--- src/rtl/sertx_pkg.sv ---
package sertx_pkg;
  typedef enum logic [1:0] {
    SRC_DATA = 2'd0,
    SRC_IDLE = 2'd1,
    SRC_BRK  = 2'd2
  } src_e;
endpackage

--- src/rtl/sertx_hold.sv ---
module sertx_hold #(
  parameter int DATA_W = 8
) (
  input  logic              clk,
  input  logic              rst,
  input  logic              wr_ok,
  input  logic [DATA_W-1:0] wr_data,
  input  logic              take,
  output logic              hold_valid,
  output logic [DATA_W-1:0] hold_data,
  output logic              empty_flag
);
  always_ff @(posedge clk) begin
    if (rst) begin
      hold_valid <= 1'b0;
      hold_data  <= '0;
      empty_flag <= 1'b1;
    end else if (wr_ok) begin
      hold_valid <= 1'b1;
      hold_data  <= wr_data;
      empty_flag <= 1'b0;
    end else if (take) begin
      hold_valid <= 1'b0;
      empty_flag <= 1'b1;
    end
  end
endmodule

--- src/rtl/sertx_arb.sv ---
module sertx_arb
  import sertx_pkg::*;
(
  input  logic clk,
  input  logic rst,
  input  logic tx_enable,
  input  logic brk_req,
  input  logic hold_valid,
  input  logic slot,
  output logic load,
  output src_e src,
  output logic en_rise
);
  logic en_d;
  logic idle_pend;

  assign en_rise = tx_enable & ~en_d;

  always_comb begin
    if (idle_pend)    src = SRC_IDLE;
    else if (brk_req) src = SRC_BRK;
    else              src = SRC_DATA;
  end

  assign load = slot & tx_enable & (idle_pend | brk_req | hold_valid);

  always_ff @(posedge clk) begin
    if (rst) begin
      en_d      <= 1'b0;
      idle_pend <= 1'b0;
    end else begin
      en_d <= tx_enable;
      if (en_rise)                      idle_pend <= 1'b1;
      else if (!tx_enable)              idle_pend <= 1'b0;
      else if (load && src == SRC_IDLE) idle_pend <= 1'b0;
    end
  end
endmodule

--- src/rtl/sertx_shift.sv ---
module sertx_shift
  import sertx_pkg::*;
#(
  parameter int DATA_W = 8
) (
  input  logic              clk,
  input  logic              rst,
  input  logic              tick,
  input  logic              load,
  input  src_e              src,
  input  logic [DATA_W-1:0] data,
  output logic              txd,
  output logic              busy,
  output logic              slot,
  output logic              frame_end
);
  localparam int FW = DATA_W + 2;
  localparam int CW = $clog2(FW);

  logic [FW-1:0] shreg;
  logic [FW-1:0] image;
  logic [CW-1:0] idx;
  logic          last;

  assign last      = busy & (idx == CW'(FW - 1));
  assign slot      = tick & (~busy | last);
  assign frame_end = tick & last;
  assign txd       = shreg[0];

  always_comb begin
    case (src)
      SRC_IDLE: image = '1;
      SRC_BRK:  image = '0;
      default:  image = {1'b1, data, 1'b0};
    endcase
  end

  always_ff @(posedge clk) begin
    if (rst) begin
      shreg <= '1;
      idx   <= '0;
      busy  <= 1'b0;
    end else if (load) begin
      shreg <= image;
      idx   <= '0;
      busy  <= 1'b1;
    end else if (tick && busy) begin
      shreg <= {1'b1, shreg[FW-1:1]};
      if (last) busy <= 1'b0;
      else      idx  <= idx + 1'b1;
    end
  end
endmodule

--- src/rtl/sertx_top.sv ---
module sertx_top
  import sertx_pkg::*;
#(
  parameter int DATA_W = 8
) (
  input  logic              clk,
  input  logic              rst,
  input  logic              tick,
  input  logic              wr_en,
  input  logic [DATA_W-1:0] wr_data,
  input  logic              tx_enable,
  input  logic              brk_req,
  input  logic              empty_ie,
  input  logic              done_ie,
  output logic              txd,
  output logic              pin_oe,
  output logic              empty_flag,
  output logic              done_flag,
  output logic              irq
);
  logic              wr_ok;
  logic              hold_valid;
  logic [DATA_W-1:0] hold_data;
  logic              load;
  src_e              src;
  logic              en_rise;
  logic              busy;
  logic              slot;
  logic              frame_end;
  logic              take;

  assign wr_ok = wr_en & tx_enable;
  assign take  = load & (src == SRC_DATA);

  sertx_hold #(.DATA_W(DATA_W)) u_hold (
    .clk(clk), .rst(rst), .wr_ok(wr_ok), .wr_data(wr_data), .take(take),
    .hold_valid(hold_valid), .hold_data(hold_data), .empty_flag(empty_flag)
  );

  sertx_arb u_arb (
    .clk(clk), .rst(rst), .tx_enable(tx_enable), .brk_req(brk_req),
    .hold_valid(hold_valid), .slot(slot), .load(load), .src(src),
    .en_rise(en_rise)
  );

  sertx_shift #(.DATA_W(DATA_W)) u_shift (
    .clk(clk), .rst(rst), .tick(tick), .load(load), .src(src),
    .data(hold_data), .txd(txd), .busy(busy), .slot(slot),
    .frame_end(frame_end)
  );

  always_ff @(posedge clk) begin
    if (rst) begin
      done_flag <= 1'b1;
    end else begin
      if (frame_end && !load)  done_flag <= 1'b1;
      if (!busy && !tx_enable) done_flag <= 1'b1;
      if (wr_ok || load || en_rise) done_flag <= 1'b0;
    end
  end

  assign pin_oe = busy | tx_enable;
  assign irq    = (empty_flag & empty_ie) | (done_flag & done_ie);
endmodule

--- config.mk ---
export PLATFORM = sky130hd
export DESIGN_NAME = sertx_top
export DESIGN_NICKNAME = d
export VERILOG_FILES = /design/src/rtl/sertx_pkg.sv /design/src/rtl/sertx_hold.sv /design/src/rtl/sertx_arb.sv /design/src/rtl/sertx_shift.sv /design/src/rtl/sertx_top.sv
export SDC_FILE = /design/constraint.sdc
export NUM_CORES = 1
export LEC_CHECK = 0
export ABC_AREA = 1
export ABC_CLOCK_PERIOD_IN_PS = 3700
export BUFFER_PORTS_ARGS = -buffer_cell sky130_fd_sc_hd__buf_4
export CORE_MARGIN = 3
export CORE_UTILIZATION = 40
export CTS_BUF_LIST = sky130_fd_sc_hd__clkbuf_8
export DETAILED_ROUTE_END_ITERATION = 7
export HOLD_SLACK_MARGIN = 0.03
export PLACE_DENSITY = 0.6
export SYNTH_ARGS = -nofsm -noshare
export SYNTH_HDL_FRONTEND = slang
export SYNTH_SLANG_ARGS = --single-unit
export TNS_END_PERCENT = 10
--- constraint.sdc ---
create_clock -name clk -period 3.7 [get_ports clk]
set_clock_uncertainty 0.2 [all_clocks]
set_input_delay 0.185 -clock clk [delete_from_list [all_inputs] [get_ports clk]]
set_output_delay 0.185 -clock clk [all_outputs]
set_load 0.02 [all_outputs]
==> results.md, run 1 <==
* Die area at 4080 um^2
* Warning count from the yosys run at 0
* Share of cells above drive strength 1 at 16.4%
* Max IR drop VDD at 0.000229 V
* Initial antenna violation count at 0
* Routed WL at 2940 um
* Max Transition Viols Final at 0
* Synthesized Nets at 205
* Post-Synthesis Cells at 187
* Post-DP Area at 1500 um^2
* Seq cells post-synth at 28
* Worst path most repeated cell: nand3_1
* CP max stage delay at 0.42 ns
* Top post-synthesis cells by area: dfxtp_1 (42%), nand2_1 (12%), nand3_1 (11%)
* RSZ-0062 raised after global routing: false
* Pwr Density at 417 nW/um^2
* H-tree depth at 1
* Inserted Clock Buffers at 3
* Critical Path Sink Type: flip-flop
* Slew margin rel. at 58.4%
* Commonest non-fill, non-tap cell in the layout: nand2_1
* Sum of negative setup slack at 0 ns
* Status: finished clean
* P_leak at 0.765 nW
* Inserted Diodes at 0
* Hold Violations, Final at 0
* Hold WS at 0.180 ns
* FMAX at 558 MHz
* Critical path, cell by cell: ha_1, nand3_4, a21oi_2, nand3_1, nand2_1, nand3_1
* CTS tree: yes
* Non-Filler Instances at 258
* Final ANT Viol Nets at 0
* Pint at 519 uW
* Synth area leader: dfxtp_1
* Vias in the first global route at 1188
* Starting Density at 42.8%
* # IOs at 21
* Fillers at 314
* Sequential share of power at 48.0%
* First-pass GRT wire length at 5250 um
* Switching Fraction at 25.7%
* GRT overflow at 0
* Most frequent cells in the layout: nand2_1 (42), nand3_1 (30), dfxtp_1 (28)
* Nets@finish at 233
* Clock Tree Buf Depth at 2
* Worst skew pair latency at 0.29 ns
* CP startpoint kind: flip-flop
* Cells after DPL at 243
* P&R area growth vs syn at 25.2%
* Min Tclk post-route at 1.79 ns
* Vias at 1264
* WL/cell at 11.4 um
* Syn_area_per_cell at 7.16 um^2
* Psw at 180 uW
* First-pass detailed-route iteration total at 5
* DRC viols at 0
* Clk root buf: clkbuf_8
* Die Height at 63.9 um
* CP required at 3.65 ns
* Hpwl dp at 2030 um
* Cell variety after synth at 24
* Clock power share at 35.6%
* Synthesized area at 1340 um^2
* Worst-Margin Slew at 0.623 ns
* Reg2Reg Depth at 6
* Tightest Hold Check Type: in -> reg
* Largest net degree at the start of global routing at 23
* Gate power share at 16.5%
* GPL Wtd Cong at 0.778
* Post-synth top area share at 41.9%
* CP Class: reg -> reg
* Vias per cell at 4.90
* # clock sinks at 28
* Port Buffer Count at 20
* Row count at 20
* Clock Pin Slew Worst Setup and Hold Paths at 0.11 ns
* Total Routing Usage GR at 15.9%
* Tcrit/Tclk final at 48.5%
* Crit path max fanout at 9
* Post-cts resize count at 0
* Slowest stage cell on the critical path: dfxtp_1
* Worst hold path depth at 4
* Post-synthesis sequential area ratio at 41.9%
* Worst EP arrival at 1.75 ns
* Die W at 63.9 um
* Core Box Area at 3130 um^2
* Initial drt markers at 74
* Max cap viols at 0
* Final number of setup-violating endpoints at 0
* Post-route cell area at 1680 um^2
* Core Util, Final at 53.6%
[power by group through the flow]
stage / clock network (mW) / logic [mW] / registers (mW)
detailed placement: 0 / 0.106 / 0.342
CTS: 0.253 / 0.116 / 0.335
global route: 0.264 / 0.132 / 0.338
floorplan: 0 / 0.0736 / 0.341
finish: 0.248 / 0.115 / 0.335
global placement: 0 / 0.103 / 0.341
[cell type report]
type / count / area [um^2] / area share [%]
clock inverter: 1 / 30.0 / 1.79
timing repair buffer: 31 / 260 / 15.5
tap: 44 / 55.1 / 3.28
inverter: 15 / 56.3 / 3.36
sequential: 28 / 561 / 33.4
clock buffer: 3 / 41.3 / 2.46
multi-input combinational: 136 / 673 / 40.1
[path summary, 6_finish.rpt]
kind                                    start                               end  slack, ns
max               u_shift.idx[0]$_SDFFE_PP0P_     u_shift.shreg[8]$_SDFFE_PP1P_       1.91
min                                      tick     u_shift.shreg[0]$_SDFFE_PP1P_       0.18
max reg2reg       u_shift.idx[0]$_SDFFE_PP0P_     u_shift.shreg[8]$_SDFFE_PP1P_       1.91
min reg2reg  u_hold.hold_data[1]$_SDFFE_PP0P_  u_hold.hold_data[1]$_SDFFE_PP0P_       0.30
[flip-flops by register name (all words and copies together), names as in the netlist]
signal / flops
u_shift.idx: 4
u_shift.busy: 1
done_flag: 1
u_arb.idle_pend: 1
u_arb.en_d: 1
u_hold.hold_valid: 1
u_hold.empty_flag: 1
u_hold.hold_data: 8
u_shift.shreg: 10
[Yosys cell counts]
cell type,n
nand3_4,2
nand3_1,30
nand2_2,4
buf_6,2
xor2_1,2
inv_2,2
nand4_1,3
clkbuf_1,5
nand2_1,42
nand3b_1,1
a21oi_2,1
ha_1,2
o21bai_1,1
a22o_1,1
clkinv_1,1
nor2_1,22
or2_2,1
o21ai_0,9
a21oi_1,13
or2_0,1
nor2_2,1
inv_1,12
buf_4,1
dfxtp_1,28
[stage by stage]
| stage | setup slack (ns) | power [mW] |
|---|---|---|
| 3_5_place_dp | 1.95 | 0.448 |
| 5_1_grt | 1.74 | 0.734 |
| 2_1_floorplan | 2.21 | 0.415 |
| 4_1_cts | 1.91 | 0.703 |
| 6_report | 1.91 | 0.698 |
| 3_3_place_gp | 2.04 | 0.444 |
[worst max-delay path: cells and delay by family, from the launching register on]
kind	cells	cell delay, ns
flops	1	0.42
simple gates	4	0.44
fa+ha+maj	1	0.22
compound gates	1	0.38
[per-layer routing]
metal	track usage, %	vias up	wire length, um
met5	0	-	0
met4	5.93	0	61
met3	3.34	7	111
met2	26.3	26	1360
met1	20.2	568	1400
li1	-	663	-
[what timing repair did]
action,in CTS,in global routing
endpoints found under the hold margin,13,0
setup buffers,0,0
hold buffers,11,0
[cell families (layout without fill, tap and decap cells)]
family                     count (synthesis)  after routing  share of synthesized area (%)
buffers and inverters                     23             50                           7.85
and+or+nand+nor                          107            107                           37.0
xor gates and xnor gates                   2              2                           1.31
AOI/OAI and AO/OA                         25             25                           10.1
adders and majority gates                  2              2                           1.87
DFF                                       28             28                           41.9
No activity file was read; power rests on OpenSTA's default activity.
==> run 2: changes to the inputs <==
--- a/config.mk
+++ b/config.mk
@@ -5,15 +5,15 @@
 export SDC_FILE = /design/constraint.sdc
 export NUM_CORES = 1
 export LEC_CHECK = 0
-export ABC_AREA = 1
-export ABC_CLOCK_PERIOD_IN_PS = 3700
+export ABC_AREA = 0
+export ABC_CLOCK_PERIOD_IN_PS = 1500
 export BUFFER_PORTS_ARGS = -buffer_cell sky130_fd_sc_hd__buf_4
 export CORE_MARGIN = 3
 export CORE_UTILIZATION = 40
 export CTS_BUF_LIST = sky130_fd_sc_hd__clkbuf_8
 export DETAILED_ROUTE_END_ITERATION = 7
 export HOLD_SLACK_MARGIN = 0.03
-export PLACE_DENSITY = 0.6
+export PLACE_DENSITY = 0.62
 export SYNTH_ARGS = -nofsm -noshare
 export SYNTH_HDL_FRONTEND = slang
 export SYNTH_SLANG_ARGS = --single-unit
==> constraint.sdc (replaced) <==
create_clock -name clk -period 1.5 [get_ports clk]
set_clock_uncertainty 0.2 [all_clocks]
set_input_delay 0.075 -clock clk [delete_from_list [all_inputs] [get_ports clk]]
set_output_delay 0.075 -clock clk [all_outputs]
set_load 0.02 [all_outputs]
==> results.md, run 2 <==
* Status: finished, violations left
* Failing checks: setup timing
* Reg2reg end: u_shift.shreg[2]$_SDFFE_PP1P_
* Final number of setup-violating endpoints at 18
* Inserted Diodes at 0
* EDFF count, synth at 0
* Fillers at 247
* Synth area leader: dfxtp_1
* Commonest cells post-synth: nand2_1 (34), dfxtp_1 (28), a21oi_1 (13), inv_1 (13)
* Synthesized area at 1260 um^2
* FMAX at 554 MHz
* Setup slack, reg-to-reg at -0.30 ns
* Cells after DPL at 218
* Pwr Density at 915 nW/um^2
* Vias at 1227
* CTS tree: yes
* Total Routing Usage GR at 16.8%
* CP required at 1.47 ns
* Tcrit/Tclk final at 120%
* Worst-Margin Slew at 0.333 ns
* Warning count from the yosys run at 0
* Routed WL at 3240 um
* Most flop-heavy register: u_shift.shreg
* Post-synthesis sequential area ratio at 44.5%
* Nets@finish at 222
* Max reg flops at 10
* # clock sinks at 28
* Share of cells above drive strength 1 at 26.1%
* Cell variety after synth at 36
* Critical path, cell by cell: inv_2, ha_4, nand3b_4, a2111oi_4, buf_4, o21ai_1, a221o_1
* Largest net degree at the start of global routing at 25
* Die area at 3860 um^2
* Max IR drop VDD at 0.000879 V
* Vias per cell at 5.01
* Post-Synthesis Cells at 150
* Clk root buf: clkbuf_8
* CP Launch Point: u_shift.idx[1]$_SDFFE_PP0P_
* Worst EP arrival at 1.77 ns
* GRT busiest layer: met2
* Post-route worst setup slack at -0.304 ns
* Max Transition Viols Final at 0
* Synthesized Nets at 168
* Met1 Use GR at 21.6%
* Port Buffer Count at 20
* Row count at 19
* Slowest stage cell on the critical path: dfxtp_2
* Tightest Hold Check Type: in -> reg
* Pre-CTS WS at -0.294 ns
* GPL Wtd Cong at 0.804
* Worst Setup EP: u_shift.shreg[2]$_SDFFE_PP1P_
* P_leak at 0.835 nW
* Post-synth top area share at 44.5%
* GRT overflow at 0
* Hold Violations, Final at 0
* Die Height at 62.1 um
* Critical Path Sink Type: flip-flop
* RR Startpoint: u_shift.idx[1]$_SDFFE_PP0P_
* Met3 track demand over resource at 2.88%
* Inserted Clock Buffers at 3
* Die W at 62.1 um
* Clock Pin Slew Worst Setup and Hold Paths at 0.10 ns
* Slew margin rel. at 77.7%
* H-tree depth at 1
* Hpwl dp at 2020 um
* Reg2Reg Depth at 7
* Non-Filler Instances at 245
* Syn_area_per_cell at 8.40 um^2
* Top flop regs: u_shift.shreg x10, u_hold.hold_data x8, u_shift.idx x4
* Final ANT Viol Nets at 0
* Setup bufs post-CTS at 0
* Most common cell in the synthesized netlist: nand2_1
* Max cap viols at 0
* Initial antenna violation count at 0
* Top post-synthesis cells by area: dfxtp_1 (44%), nand2_1 (10%), a221o_1 (6.4%)
* # IOs at 21
* Crit path max fanout at 9
* First-pass detailed-route iteration total at 4
* CP Class: reg -> reg
* Worst skew pair latency at 0.28 ns
* Seq cells post-synth at 28
* Vias in the first global route at 1193
* Clock Tree Buf Depth at 2
* RSZ-0062 raised after global routing: true
* CP max stage delay at 0.33 ns
* Initial drt markers at 65
* Primary FF master, synth: dfxtp_1
* DRC viols at 0
* Commonest non-fill, non-tap cell in the layout: nand2_1
* Starting Density at 43.8%
* CP startpoint kind: flip-flop
* First-pass GRT wire length at 5340 um
* Global-route met2 utilization at 28.4%
* WL/cell at 13.2 um
* Core Box Area at 2880 um^2
* Asr flop ratio synth at 0%
* Min Tclk post-route at 1.80 ns
* Most frequent cells in the layout: nand2_1 (34), buf_4 (33), dfxtp_1 (24)
* P&R area growth vs syn at 48.4%
run 2: cell count changes in the layout (fill, tap and decap cells not counted), sizes merged, moves of 2 or more:
cell,change
nor2,-18
nand4,-2
and2,+3
nand2,-12
a211o,+2
buf,+13
nor2b,+2
dlygate4sd3,+11
o21ai,+2
a211oi,+2
a221o,+8
nand3,-30
run 2: worst min-delay path by stage:
stage                    start                                to  slack [ns]  depth (start not counted)
floorplan                  rst             u_arb.en_d$_SDFF_PP0_       -0.05                          1
global placement    wr_data[4]  u_hold.hold_data[4]$_SDFFE_PP0P_        0.12                          3
detailed placement  wr_data[0]  u_hold.hold_data[0]$_SDFFE_PP0P_        0.13                          3
CTS                        rst    u_hold.hold_valid$_SDFFE_PP0P_       -0.06                          2
global route               rst      u_arb.idle_pend$_SDFFE_PP0P_        0.04                          3
finish                     rst      u_arb.idle_pend$_SDFFE_PP0P_        0.01                          3
run 2: stage by stage:
step	util, %	hold WS (ns)	total power [mW]	instance area [um^2]	setup TNS [ns]
floorplan	-	-0.0459	0.971	1280	-2.95
global route	65.0	0.0412	1.79	1870	-4.93
CTS	63.5	-0.0556	1.70	1830	-3.92
global placement	53.8	0.123	1.07	1550	-2.96
finish	65.0	0.0109	1.71	1870	-3.53
detailed placement	53.8	0.133	1.08	1550	-3.64
run 2: logic make-up (layout without fill, tap and decap cells):
group / Yosys count / after routing / synth area share (%)
AOI/OAI and AO/OA: 44 / 44 / 25.3
xor gates and xnor gates: 3 / 3 / 2.09
adders and majority gates: 2 / 2 / 1.99
buffers and inverters: 20 / 73 / 6.16
DFF: 28 / 28 / 44.5
and+or+nand+nor: 53 / 53 / 20.0
run 2: routing by layer:
metal,wire [um],share of wire (%),up-vias
li1,-,-,623
met4,36,1.1,0
met5,0,0,-
met2,1630,50,27
met3,113,3.5,5
met1,1460,45,572
run 2: worst max-delay path: cells and delay by family (launching register included):
family | cells | cell delay (ns)
adder cells (fa/ha/maj) | 1 | 0.13
AO/OA/AOI/OAI | 3 | 0.69
buffers and inverters | 2 | 0.25
AND/OR/NAND/NOR | 1 | 0.11
flip-flops | 1 | 0.33
run 2: final cells by class:
class | count | area (um^2) | share of cell area [%]
Sequential cell | 28 | 571 | 30.5
Clock inverter | 1 | 30.0 | 1.61
Multi-Input combinational cell | 102 | 646 | 34.5
Tap cell | 42 | 52.6 | 2.81
Timing Repair Buffer | 56 | 480 | 25.7
Clock buffer | 3 | 41.3 | 2.21
Inverter | 13 | 48.8 | 2.61
run 2: repair_timing:
action	CTS	global route
endpoints found under the hold margin	24	6
pin swaps	1	0
gates cloned	0	0
endpoints found under the setup margin	20	22
hold buffers	20	3
resized for setup	1	6
run 2: report_power, final:
group	total, mW	internal (mW)	switching (mW)
registers	0.816	0.786	0.0301
clock network	0.592	0.357	0.234
logic	0.301	0.163	0.138
total	1.71	1.31	0.403
==> run 3: changes to the inputs <==
--- a/config.mk
+++ b/config.mk
@@ -8,12 +8,14 @@
 export ABC_AREA = 0
 export ABC_CLOCK_PERIOD_IN_PS = 1500
 export BUFFER_PORTS_ARGS = -buffer_cell sky130_fd_sc_hd__buf_4
+export CELL_PAD_IN_SITES_DETAIL_PLACEMENT = 2
+export CELL_PAD_IN_SITES_GLOBAL_PLACEMENT = 2
 export CORE_MARGIN = 3
-export CORE_UTILIZATION = 40
+export CORE_UTILIZATION = 30
 export CTS_BUF_LIST = sky130_fd_sc_hd__clkbuf_8
 export DETAILED_ROUTE_END_ITERATION = 7
-export HOLD_SLACK_MARGIN = 0.03
-export PLACE_DENSITY = 0.62
+export HOLD_SLACK_MARGIN = 0.08
+export PLACE_DENSITY = 0.75
 export SYNTH_ARGS = -nofsm -noshare
 export SYNTH_HDL_FRONTEND = slang
 export SYNTH_SLANG_ARGS = --single-unit
==> results.md, run 3 (same netlist as run 2, synthesis figures left out) <==
* Slew margin rel. at 66.9%
* Initial antenna violation count at 0
* GPL Wtd Cong at 0.754
* Failing checks: setup timing
* # IOs at 21
* Vias per cell at 5.38
* Min Tclk post-route at 1.96 ns
* Max cap viols at 0
* GRT overflow at 0
* Reg2Reg Depth at 7
* CTS tree: yes
* Setup bufs post-CTS at 0
* Inserted Diodes at 0
* First-pass GRT wire length at 8440 um
* Clk root buf: clkbuf_8
* Die Height at 70.8 um
* DRC viols at 0
* Sum of negative setup slack at -5.02 ns
* Initial drt markers at 65
* Nets@finish at 223
* Max IR drop VDD at 0.000398 V
* RR Startpoint: u_shift.idx[1]$_SDFFE_PP0P_
* Die area at 5010 um^2
* Most frequent cells in the layout: nand2_1 (33), buf_4 (32), dfxtp_1 (25)
* Cells after DPL at 225
* First-pass detailed-route iteration total at 4
* Core Box Area at 3850 um^2
* Share of cells above drive strength 1 at 28.4%
* Worst hold path depth at 3
* P&R area growth vs syn at 51.1%
* Core Util, Final at 49.4%
* Largest net degree at the start of global routing at 25
* Vias at 1356
* Clock Pin Slew Worst Setup and Hold Paths at 0.10 ns
* Inserted Clock Buffers at 3
* Critical Path Sink Type: flip-flop
* Post-route cell area at 1900 um^2
* Worst-Margin Slew at 0.495 ns
* Routed WL at 5700 um
* Worst skew pair latency at 0.28 ns
* Worst EP arrival at 1.92 ns
* H-tree depth at 1
* Row count at 22
* Final ANT Viol Nets at 0
* Clock Tree Buf Depth at 2
* CP startpoint kind: flip-flop
* Final number of setup-violating endpoints at 22
* Post-route worst setup slack at -0.458 ns
* Max reg flops at 10
* Max Transition Viols Final at 0
* Hold Crit Endpoint: u_hold.empty_flag$_SDFFE_PP1P_
* FMAX at 511 MHz
* Total Routing Usage GR at 21.7%
* WL/cell at 22.6 um
* RSZ-0062 raised after global routing: true
* Pwr Density at 876 nW/um^2
* Hpwl dp at 2730 um
* Tightest Hold Check Type: in -> reg
* CP required at 1.46 ns
* Post-DP Area at 1560 um^2
* Die W at 70.8 um
* Status: finished, violations left
* Commonest non-fill, non-tap cell in the layout: nand2_1
* Vias in the first global route at 1566
* Hold Violations, Final at 0
* Starting Density at 32.7%
* Port Buffer Count at 20
* Hold WS at 0.0865 ns
* Hold Path Origin: wr_en
* P_leak at 0.901 nW
* Tcrit/Tclk final at 131%
* Most flop-heavy register: u_shift.shreg
* Crit path max fanout at 9
* # clock sinks at 28
* Top flop regs: u_shift.shreg x10, u_hold.hold_data x8, u_shift.idx x4
* Setup slack, reg-to-reg at -0.46 ns
* Reg2reg end: u_shift.shreg[3]$_SDFFE_PP1P_
* CP Class: reg -> reg
* Non-Filler Instances at 252
[run 3: final cells by class]
class	instances	area, um^2
multi-input combinational	102	666
timing repair buffer	57	505
inverter	13	48.8
tap	48	60.1
clock buffer	4	55.1
fill	399	1950
sequential	28	569
[run 3: power breakdown]
part	total (mW)	switching, mW	internal (mW)
combinational	0.353	0.180	0.174
clock	0.489	0.254	0.235
sequential	0.825	0.0385	0.786
total	1.67	0.472	1.20
[run 3: worst max path at each step]
| stage | startpoint | end | slack [ns] | cells after the start |
|---|---|---|---|---|
| 2_1_floorplan | u_shift.idx[1]$_SDFFE_PP0P_ | u_shift.shreg[3]$_SDFFE_PP1P_ | -0.29 | 6 |
| 3_3_place_gp | u_shift.idx[1]$_SDFFE_PP0P_ | u_shift.shreg[3]$_SDFFE_PP1P_ | -0.26 | 7 |
| 3_5_place_dp | u_shift.idx[1]$_SDFFE_PP0P_ | u_shift.shreg[3]$_SDFFE_PP1P_ | -0.33 | 7 |
| 4_1_cts | u_shift.idx[1]$_SDFFE_PP0P_ | u_shift.shreg[3]$_SDFFE_PP1P_ | -0.37 | 7 |
| 5_1_grt | u_shift.idx[1]$_SDFFE_PP0P_ | u_shift.shreg[3]$_SDFFE_PP1P_ | -0.53 | 7 |
| 6_report | u_shift.idx[1]$_SDFFE_PP0P_ | u_shift.shreg[3]$_SDFFE_PP1P_ | -0.46 | 7 |
[run 3: what timing repair did]
item | in CTS | in global routing
resized for setup | 1 | 16
setup endpoints to repair | 20 | 28
gates cloned | 0 | 0
hold buffers | 20 | 3
pin swaps | 1 | 2
hold endpoints to repair | 23 | 12
[run 3: critical path: stages, from the launching register on]
cell and delay [ns]:
dfxtp_2 0.34, inv_2 0.06, ha_4 0.14, nand3b_4 0.11, a2111oi_4 0.34, buf_6 0.19
o21ai_1 0.11, a221o_1 0.35
[run 3: per-stage QoR]
stage | power (mW) | setup slack (ns)
floorplan | 0.971 | -0.289
global placement | 1.08 | -0.257
detailed placement | 1.10 | -0.333
CTS | 1.62 | -0.373
global route | 1.74 | -0.527
finish | 1.67 | -0.458
[run 3: per-layer routing]
metal,vias to the layer above,routed length (um),track usage (%)
met1,684,2300,26.3
met4,0,148,8.14
li1,624,-,-
met2,34,3080,38.5
met5,-,0,0
met3,14,175,3.13
